<file path="src/rtl/sfdc_pkg.sv">
package sfdc_pkg;
  localparam int RXEN_BIT  = 31;
  localparam int OVF_BIT   = 30;
  localparam int UDF_BIT   = 29;
  localparam int RXCNT_LSB = 24;
  localparam int RXCLR_BIT = 20;
  localparam int LVL_LSB   = 16;
  localparam int TXEN_BIT  = 15;
  localparam int TXCNT_LSB = 8;
  localparam int TXCLR_BIT = 4;
  localparam int FIELD_W   = 4;
  localparam int LVL_W     = 3;

  typedef struct packed {
    logic             rx_en;
    logic             tx_en;
    logic [LVL_W-1:0] lvl;
  } sfdc_cfg_t;
endpackage

</file>
<file path="src/rtl/sfdc_fifo.sv">
module sfdc_fifo #(
  parameter int DEPTH = 8,
  parameter int DW    = 8,
  localparam int PW   = (DEPTH > 1) ? $clog2(DEPTH) : 1,
  localparam int CW   = $clog2(DEPTH + 1)
) (
  input  logic          clk,
  input  logic          rst_n,
  input  logic          clr,
  input  logic          push,
  input  logic [DW-1:0] push_data,
  input  logic          pop,
  output logic [DW-1:0] head_data,
  output logic [CW-1:0] count,
  output logic          ovf_evt,
  output logic          udf_evt
);
  logic [DW-1:0] mem [DEPTH];
  logic [PW-1:0] rd_ptr_q, rd_ptr_n;
  logic [PW-1:0] wr_ptr_q, wr_ptr_n;
  logic [CW-1:0] cnt_q, cnt_n;
  logic          full, empty, push_ok, pop_ok;

  function automatic logic [PW-1:0] ptr_inc(input logic [PW-1:0] p);
    return (p == PW'(DEPTH - 1)) ? '0 : p + PW'(1);
  endfunction

  assign full    = (cnt_q == CW'(DEPTH));
  assign empty   = (cnt_q == '0);
  assign push_ok = push && !full && !clr;
  assign pop_ok  = pop && !empty && !clr;
  assign ovf_evt = push && full && !clr;
  assign udf_evt = pop && empty && !clr;

  always_comb begin
    rd_ptr_n = rd_ptr_q;
    wr_ptr_n = wr_ptr_q;
    cnt_n    = cnt_q;
    if (clr) begin
      rd_ptr_n = '0;
      wr_ptr_n = '0;
      cnt_n    = '0;
    end else begin
      if (push_ok) wr_ptr_n = ptr_inc(wr_ptr_q);
      if (pop_ok)  rd_ptr_n = ptr_inc(rd_ptr_q);
      cnt_n = cnt_q + CW'(push_ok) - CW'(pop_ok);
    end
  end

  always_ff @(posedge clk or negedge rst_n) begin
    if (!rst_n) begin
      rd_ptr_q <= '0;
      wr_ptr_q <= '0;
      cnt_q    <= '0;
    end else begin
      rd_ptr_q <= rd_ptr_n;
      wr_ptr_q <= wr_ptr_n;
      cnt_q    <= cnt_n;
    end
  end

  always_ff @(posedge clk) begin
    if (push_ok) mem[wr_ptr_q] <= push_data;
  end

  assign head_data = mem[rd_ptr_q];
  assign count     = cnt_q;


  cnt_bound_chk: assert property (@(posedge clk) disable iff (!rst_n)
    count <= CW'(DEPTH));

  clr_empty_chk: assert property (@(posedge clk) disable iff (!rst_n)
    clr |=> (count == '0));

  full_push_chk: assert property (@(posedge clk) disable iff (!rst_n)
    (push && !pop && !clr && count == CW'(DEPTH)) |=> $stable(count));

  both_ops_chk: assert property (@(posedge clk) disable iff (!rst_n)
    (push && pop && !clr && count != '0 && count != CW'(DEPTH)) |=> $stable(count));
endmodule

</file>
<file path="src/rtl/sfdc_csr.sv">
module sfdc_csr
  import sfdc_pkg::*;
#(
  parameter int CW = 4
) (
  input  logic            clk,
  input  logic            rst_n,
  input  logic            wr,
  input  logic [31:0]     wdata,
  input  logic [CW-1:0]   rx_cnt,
  input  logic [CW-1:0]   tx_cnt,
  input  logic            ovf_evt,
  input  logic            udf_evt,
  output sfdc_cfg_t       cfg,
  output logic            tx_en_live,
  output logic            rx_clr,
  output logic            tx_clr,
  output logic [31:0]     rdata
);
  sfdc_cfg_t cfg_q, cfg_n;
  logic      ovf_q, ovf_n, udf_q, udf_n;
  logic      unused_wbits;

  assign unused_wbits = ^{wdata[28:21], wdata[19], wdata[14:5], wdata[3:0]};

  always_comb begin
    cfg_n = cfg_q;
    if (wr) begin
      cfg_n.rx_en = wdata[RXEN_BIT];
      cfg_n.tx_en = wdata[TXEN_BIT];
      cfg_n.lvl   = wdata[LVL_LSB +: LVL_W];
    end
    ovf_n = ovf_evt || (ovf_q && !(wr && wdata[OVF_BIT]));
    udf_n = udf_evt || (udf_q && !(wr && wdata[UDF_BIT]));
  end

  always_ff @(posedge clk or negedge rst_n) begin
    if (!rst_n) begin
      cfg_q <= '0;
      ovf_q <= 1'b0;
      udf_q <= 1'b0;
    end else begin
      cfg_q <= cfg_n;
      ovf_q <= ovf_n;
      udf_q <= udf_n;
    end
  end

  assign cfg        = cfg_q;
  assign tx_en_live = wr ? wdata[TXEN_BIT] : cfg_q.tx_en;
  assign rx_clr     = wr && wdata[RXCLR_BIT];
  assign tx_clr     = wr && wdata[TXCLR_BIT];

  always_comb begin
    rdata = '0;
    rdata[RXEN_BIT]                = cfg_q.rx_en;
    rdata[OVF_BIT]                 = ovf_q;
    rdata[UDF_BIT]                 = udf_q;
    rdata[RXCNT_LSB +: FIELD_W]    = FIELD_W'(rx_cnt);
    rdata[LVL_LSB +: LVL_W]        = cfg_q.lvl;
    rdata[TXEN_BIT]                = cfg_q.tx_en;
    rdata[TXCNT_LSB +: FIELD_W]    = FIELD_W'(tx_cnt);
  end


  ovf_set_chk: assert property (@(posedge clk) disable iff (!rst_n)
    ovf_evt |=> rdata[OVF_BIT]);

  udf_set_chk: assert property (@(posedge clk) disable iff (!rst_n)
    udf_evt |=> rdata[UDF_BIT]);

  ovf_hold_chk: assert property (@(posedge clk) disable iff (!rst_n)
    (rdata[OVF_BIT] && !wr) |=> rdata[OVF_BIT]);
endmodule

</file>
<file path="src/rtl/sfdc_req.sv">
module sfdc_req
  import sfdc_pkg::*;
#(
  parameter int DEPTH = 8,
  localparam int CW   = $clog2(DEPTH + 1),
  localparam int TW   = (CW > LVL_W + 1) ? CW : LVL_W + 1
) (
  input  logic             clk,
  input  logic             rst_n,
  input  logic             rx_en,
  input  logic             tx_en_live,
  input  logic [LVL_W-1:0] lvl,
  input  logic [CW-1:0]    rx_cnt,
  input  logic [CW-1:0]    tx_cnt,
  output logic             rx_req,
  output logic             tx_req
);
  logic [TW-1:0] need;

  assign need   = TW'(lvl) + TW'(1);
  assign rx_req = rx_en && (TW'(rx_cnt) >= need);
  assign tx_req = tx_en_live && (tx_cnt < CW'(DEPTH));


  rx_req_fill_chk: assert property (@(posedge clk) disable iff (!rst_n)
    rx_req |-> (rx_cnt != '0));

  tx_full_chk: assert property (@(posedge clk) disable iff (!rst_n)
    (tx_cnt == CW'(DEPTH)) |-> !tx_req);
endmodule

</file>
<file path="src/rtl/sfdc_top.sv">
module sfdc_top
  import sfdc_pkg::*;
#(
  parameter int DEPTH = 8,
  parameter int DW    = 8
) (
  input  logic          clk,
  input  logic          rst_n,
  input  logic          reg_wr,
  input  logic [31:0]   reg_wdata,
  output logic [31:0]   reg_rdata,
  input  logic          rx_push,
  input  logic [DW-1:0] rx_push_data,
  input  logic          tx_pop,
  output logic [DW-1:0] tx_pop_data,
  output logic          rx_dma_req,
  input  logic          rx_dma_ack,
  output logic [DW-1:0] rx_dma_data,
  output logic          tx_dma_req,
  input  logic          tx_dma_ack,
  input  logic [DW-1:0] tx_dma_data
);
  localparam int CW = $clog2(DEPTH + 1);

  logic [1:0]    rst_sync_q;
  logic          rst_n_s;
  logic [CW-1:0] rx_cnt, tx_cnt;
  logic          rx_ovf, rx_udf, tx_ovf, tx_udf;
  logic          rx_clr, tx_clr, tx_en_live;
  sfdc_cfg_t     cfg;

  always_ff @(posedge clk or negedge rst_n) begin
    if (!rst_n) rst_sync_q <= 2'b00;
    else        rst_sync_q <= {rst_sync_q[0], 1'b1};
  end
  assign rst_n_s = rst_sync_q[1];

  sfdc_fifo #(.DEPTH(DEPTH), .DW(DW)) u_rx_fifo (
    .clk(clk), .rst_n(rst_n_s), .clr(rx_clr),
    .push(rx_push), .push_data(rx_push_data), .pop(rx_dma_ack),
    .head_data(rx_dma_data), .count(rx_cnt),
    .ovf_evt(rx_ovf), .udf_evt(rx_udf)
  );

  sfdc_fifo #(.DEPTH(DEPTH), .DW(DW)) u_tx_fifo (
    .clk(clk), .rst_n(rst_n_s), .clr(tx_clr),
    .push(tx_dma_ack), .push_data(tx_dma_data), .pop(tx_pop),
    .head_data(tx_pop_data), .count(tx_cnt),
    .ovf_evt(tx_ovf), .udf_evt(tx_udf)
  );

  sfdc_csr #(.CW(CW)) u_csr (
    .clk(clk), .rst_n(rst_n_s), .wr(reg_wr), .wdata(reg_wdata),
    .rx_cnt(rx_cnt), .tx_cnt(tx_cnt),
    .ovf_evt(rx_ovf | tx_ovf), .udf_evt(rx_udf | tx_udf),
    .cfg(cfg), .tx_en_live(tx_en_live),
    .rx_clr(rx_clr), .tx_clr(tx_clr), .rdata(reg_rdata)
  );

  sfdc_req #(.DEPTH(DEPTH)) u_req (
    .clk(clk), .rst_n(rst_n_s),
    .rx_en(cfg.rx_en), .tx_en_live(tx_en_live), .lvl(cfg.lvl),
    .rx_cnt(rx_cnt), .tx_cnt(tx_cnt),
    .rx_req(rx_dma_req), .tx_req(tx_dma_req)
  );


  tx_kill_chk: assert property (@(posedge clk) disable iff (!rst_n_s)
    (reg_wr && !reg_wdata[TXEN_BIT]) |-> !tx_dma_req);

  rx_off_chk: assert property (@(posedge clk) disable iff (!rst_n_s)
    !reg_rdata[RXEN_BIT] |-> !rx_dma_req);

  rsvd_chk: assert property (@(posedge clk) disable iff (!rst_n_s)
    (reg_rdata[28] == 1'b0) && (reg_rdata[RXCLR_BIT] == 1'b0) && (reg_rdata[TXCLR_BIT] == 1'b0));
endmodule

</file>
<file path="config.mk">
export PLATFORM = sky130hd
export DESIGN_NAME = sfdc_top
export DESIGN_NICKNAME = d
export VERILOG_FILES = /design/src/rtl/sfdc_pkg.sv /design/src/rtl/sfdc_fifo.sv /design/src/rtl/sfdc_csr.sv /design/src/rtl/sfdc_req.sv /design/src/rtl/sfdc_top.sv
export SDC_FILE = /design/constraint.sdc
export NUM_CORES = 1
export LEC_CHECK = 0
export BUFFER_PORTS_ARGS = -buffer_cell sky130_fd_sc_hd__buf_4
export CAP_MARGIN = 5
export CORE_UTILIZATION = 35
export DETAILED_ROUTE_END_ITERATION = 8
export GPL_ROUTABILITY_DRIVEN = 0
export HOLD_SLACK_MARGIN = 0.12
export PLACE_DENSITY = 0.63
export SYNTH_ARGS = -nofsm -noshare
export SYNTH_HDL_FRONTEND = slang
export SYNTH_SLANG_ARGS = --single-unit
</file>
<file path="constraint.sdc">
create_clock -name clk -period 1.8 [get_ports clk]
set_input_delay 0.54 -clock clk [delete_from_list [all_inputs] [get_ports clk]]
set_output_delay 0.54 -clock clk [all_outputs]
set_load 0.01 [all_outputs]
</file>
* Word level (Yosys, flattened, before mapping)
Memories as Yosys holds them, arrays and structs flattened. Cells that the tools add are included.
Storage, ports and cells: bits in registers 29, bits in writable memories 128, output and inout bits 50, logic and storage cells 92, memories kept 2
Operators by class: $add $sub $neg 9, magnitude comparators 2, equality and inequality tests 6, multiplexer cells 19, bitwise logic cells 2, reduce and logical (&&, ||, !) cells 40
Memories:
- u_rx_fifo.mem | words 8, width 8, read ports 1, clocked after Yosys merged registers in 0, wr ports 1, RTL line sfdc_fifo.sv:18 | logic [DW-1:0] mem [DEPTH];
- u_tx_fifo.mem | words 8, width 8, read ports 1, clocked after Yosys merged registers in 0, wr ports 1, RTL line sfdc_fifo.sv:18
Operators with widths (count):
- 3-bit 2-to-1 mux | 12
- 1-bit logical AND | 24
- 3-bit by 1-bit adder with 3-bit output (second input constant) | 4
- 3-bit == test (second input constant) | 4
- 4-bit by 1-bit adder with 4-bit output | 2
- 4-bit == test (second input constant) | 2
- 1-bit zero test | 8
- 4-bit zero test | 2
- 4-bit 2-to-1 mux | 2
- 2-bit nonzero test | 4
- 4-bit by 1-bit subtractor with 4-bit output | 2
- 1-bit 2-to-1 mux | 5
- 3-bit by 1-bit adder with 4-bit output (second input constant) | 1
- 4-bit >= comparator | 1
- 4-bit < comparator (second input constant) | 1
- 1-bit logical OR | 2
- 1-bit bitwise OR | 2

* Logic depth before layout (Yosys ltp)
depth in word-level cells 7, gate-level depth with buffers 10

* By module
Synthesis repeated with hierarchy kept, for this count alone.
Second synthesis, totals: cells, all modules 422, area, all modules 7116.8 um2
By module, submodules not included:
- sfdc_fifo (u_rx_fifo) | instances 1, cells an instance 174, area each 3191.8 um2, seq. area each 2172.1 um2
- sfdc_fifo (u_tx_fifo) | instances 1, cells an instance 174, area each 3188.1 um2, seq. area each 2172.1 um2
- sfdc_csr | instances 1, cells an instance 52, area each 543.0 um2, seq. area each 175.2 um2
- sfdc_req | instances 1, cells an instance 17, area each 127.6 um2, seq. area each 0.0 um2
- sfdc_top | instances 1, cells an instance 5, area each 66.3 um2, seq. area each 50.0 um2

* Least setup slack after synthesis
No wires, ideal clock.
path type register to register, start reg u_tx_fifo.cnt_q[2] (netlist: u_tx_fifo.count[2]), end reg u_tx_fifo.cnt_q[2] (netlist: u_tx_fifo.count[2]), library setup time 0.134 ns, arrival 2.322 ns, path slack -0.655 ns, stages on the path, launching flop included 11, buffers on the path 0, clock period less this slack 2.455 ns, path through dfrtp_1 > inv_1 > ha_1 > or3b_2 > and3_1 > ha_1 > inv_1 > ha_1 > fa_1 > xnor2_1 > a21oi_1
Between the ends: cells in the longest elaborated chain, start to end 7, elaborated cells on any way between the ends 11
Ends and longest elaborated chain:
- start, declared | RTL line sfdc_fifo.sv:21 | logic [CW-1:0] cnt_q, cnt_n;
- start signal, assigned | RTL line sfdc_fifo.sv:58 | cnt_q <= cnt_n;
- 4-bit == test | RTL line sfdc_fifo.sv:28 | assign full = (cnt_q == CW'(DEPTH));
- 1-bit zero test | RTL line sfdc_fifo.sv:30 | assign push_ok = push && !full && !clr;
- 1-bit logical AND (2 in series) | RTL line sfdc_fifo.sv:30
- 4-bit by 1-bit adder with 4-bit output | RTL line sfdc_fifo.sv:46 | cnt_n = cnt_q + CW'(push_ok) - CW'(pop_ok);
- 4-bit by 1-bit subtractor with 4-bit output (*) | RTL line sfdc_fifo.sv:46
- 4-bit 2-to-1 mux (*) | RTL line sfdc_fifo.sv:39 | if (clr) begin
- net u_tx_fifo.cnt_n[2] | RTL line sfdc_fifo.sv:21
The timed path passes the listed nets; every way through them passes the cells marked *. A chain may end at the register's enable or synchronous reset.

* Worst setup path after layout
start reg u_tx_fifo.rd_ptr_q[1], end out tx_pop_data[3]
Between the ends: cells in the longest elaborated chain, start to end 1
Ends and longest elaborated chain:
- start, declared | RTL line sfdc_fifo.sv:19 | logic [PW-1:0] rd_ptr_q, rd_ptr_n;
- start signal, assigned | RTL line sfdc_fifo.sv:56 | rd_ptr_q <= rd_ptr_n;
- memory read 8 x 8 bit
- end, declared | RTL line sfdc_top.sv:15 | output logic [DW-1:0] tx_pop_data,
No other way between the ends.

==> run summary <==
outcome: finished with violations
failing checks: setup timing
endpoints failing setup: 154
Synth Area in Adders: 5.06%
mux contribution to synthesized area: 16.8%
Mapped Area: 6980 sq um
DPL Wire Length: 9170 um
die area: 20500 sq um
fin worst setup slack: -0.728 ns
number of synthesized flops with an enable pin: 128
RSZ-0062 raised after global routing: yes
total vias in the final route: 3990
Worst Path Required: 1.26 ns
wire length per cell: 17.2 um
# IOs: 105
critical-path maximum fanout: 7
# rows: 51
drc violations: 0
via/cell ratio: 4.75
Clock Sinks: 157
H-tree depth: 4
gr usage total: 14.7%
Compound-Gate Fraction of Synth Area: 1.90%
Mean Syn Cell Area: 17.3 sq um
Pre-antenna DRT Iters: 4
final period demand of the worst path: 2.53 ns
Design Area, Final: 9670 sq um
worst min path class: register to asynchronous set/reset pin
setup TNS: -32.67 ns
fin nets: 644
CP arrival: 1.99 ns
Placed Area: 8500 sq um
main combinational cell family by area after synthesis: multiplexers
Async S/R FF share, synth: 18.5%
XOR/XNOR Fraction of Synth Area: 0.376%
area of the core: 19500 sq um
Final ANT Viol Nets: 0
crit-path max cell delay: 0.56 ns
DRT iter0 DRCs: 180
Final Max Slew Viols: 0
Clk pin slew, worst setup/hold paths: 0.07 ns
Detailed Route WL: 14400 um
Crit. End Element: primary output
Primary FF master, synth: edfxtp_1
die height: 143 um
initial core utilization: 35.7%
Synth Warn #: 0
#FFs+latches synth: 157
Port Buffers: 64
Clock Tree Buf Depth: 2
Die W: 143 um
slowest CP cell: mux4_1
root buf cell: clkbuf_16
first-pass GRT wire length: 22000 um
Ant. Diodes: 0
Yosys cell types: 39
GR Util met3: 4.33%
Simple-Gate Fraction of Synth Area: 5.81%
Final Hold Vio Count: 0
pre-CTS WS: -0.497 ns
Final Cycle Share: 140%
share of cells above drive strength 1: 52.5%
met1 usage: 17.1%
gr busiest metal: met2
worst vdd ir: 0.756 mV
Area Overhead vs Synth: 38.5%
hold_ws: 0.255 ns
Lkg Pwr: 3.68 nW
Worst-Skew Late Latency: 0.43 ns
register area share after synthesis: 65.5%
Pwr Density: 1530 nW/um^2
WS Path Type: register to primary output
largest net degree at the start of global routing: 28
Mapped Cells: 404
Inserted Clock Buffers: 17
CP cell instances: buf_12, mux4_1, mux2_4, buf_4
M2 GR Usage: 25.6%
CTS tree: yes
number of global-route vias before repair: 4254
crit start category: register
Post-Route Utilization: 49.5%
fmax: 396 MHz
antenna violations before repair: 0
Max-Cap Viols: 0
grt ovf: 0
clock skew: 0.0174 ns
cells in the mapped netlist (4+ instances only):
cell      instances  share of area [%]
nor2_1           15               0.81
and2_1            6               0.54
mux2_2           20                3.2
mux4_1           31                 12
mux2i_1          11                1.6
nand2_1          27                1.5
buf_4            20                2.2
inv_1            15               0.81
o21ai_0           7               0.50
nand2b_1          4               0.36
nor3_1            5               0.36
or3b_2            4               0.50
a21oi_1           7               0.50
ha_1             25                4.5
edfxtp_1        128                 55
dfrtp_1          29                 10
clkbuf_1          8               0.43
cells by family after synthesis:
family          count (synthesis)
flops                         157
simple gates                   79
mux                            63
buf+inv                        51
fa+ha+maj                      27
compound gates                 22
xor+xnor                        3
other cells                     2
cells in the final DEF, fill, tap and decap left out, types with 4 or more instances in the layout:
master	synthesis	layout
a21oi_2	0	4
clkbuf_16	0	19
nor3_4	0	4
mux4_1	31	5
dfrtp_1	29	24
buf_12	1	21
mux4_2	1	27
conb_1	2	18
ha_1	25	12
nor2_1	15	6
buf_6	2	34
nand2_1	27	25
dfrtp_2	0	5
edfxtp_1	128	128
inv_2	0	9
clkinv_4	0	6
mux2i_1	11	11
buf_4	20	101
ha_4	0	11
nor2_4	0	9
inv_1	15	6
o21ai_0	7	6
nand2b_1	4	4
mux2_4	0	17
metal layers:
metal / vias up / wire, um
li1: 1831 / -
met1: 2075 / 5960
met2: 69 / 7730
met3: 15 / 562
met4: 0 / 174
met5: - / 0
registers in the layout, indices dropped and copies added (netlist names):
name                cells
u_rx_fifo.rd_ptr_q      3
u_csr.cfg               5
u_tx_fifo.wr_ptr_q      3
u_tx_fifo.count         4
rst_sync_q              2
u_rx_fifo.wr_ptr_q      3
u_csr.ovf_q             1
u_csr.udf_q             1
u_rx_fifo.count         4
u_tx_fifo.rd_ptr_q      3
u_rx_fifo.mem          64
u_tx_fifo.mem          64
path summary, 6_finish.rpt:
path	from	endpoint	slack, ns	depth (start not counted)
setup / recovery	u_tx_fifo.rd_ptr_q[1]$_DFFE_PN0P_	tx_pop_data[3]	-0.73	4
hold / removal	rst_sync_q[1]$_DFF_PN0_	u_csr.cfg[3]$_DFFE_PN0P_	0.26	1
setup reg to reg	u_tx_fifo.count[3]$_DFF_PN0_	u_tx_fifo.count[1]$_DFF_PN0_	-0.48	9
hold reg to reg	rst_sync_q[1]$_DFF_PN0_	u_csr.cfg[3]$_DFFE_PN0P_	0.26	1
max in group asynchronous	rst_sync_q[1]$_DFF_PN0_	u_rx_fifo.rd_ptr_q[0]$_DFFE_PN0P_	1.23	1
min in group clk	reg_wdata[4]	u_tx_fifo.count[2]$_DFF_PN0_	0.28	2
critical path: cells and delay by family (launching register included):
| kind | cells | cell delay [ns] |
|---|---|---|
| flops | 1 | 0.42 |
| mux | 2 | 0.84 |
| buf+inv | 2 | 0.29 |
power by group:
group	total, W	internal (W)	switching (W)	leakage, nW
logic	0.00656	0.00386	0.00270	1.90
clock network	0.00337	0.00181	0.00156	0.272
registers	0.00483	0.00450	0.000332	1.52
per-stage QoR:
step	instances	total power (W)
finish	840	0.0148
global route	840	0.0156
CTS	834	0.0146
detailed placement	775	0.0103
global placement	775	0.0101
floorplan	420	0.00821
repair_timing:
action	CTS	global route
gates resized for setup	63	16
buffers inserted	26	5
pin swaps	21	12
endpoints found under the setup margin	137	156
endpoints found under the hold margin	2	0
hold buffers	1	0
gates cloned	0	2
area by class of cell:
class	instances	area, sq um
Timing Repair Buffer	159	1620
Clock inverter	15	129
Multi-Input combinational cell	212	2530
Tap cell	265	332
Sequential cell	157	4580
Fill cell	1671	9860
Clock buffer	17	425
Inverter	15	56.3
Power figures use the tool's default switching activity.
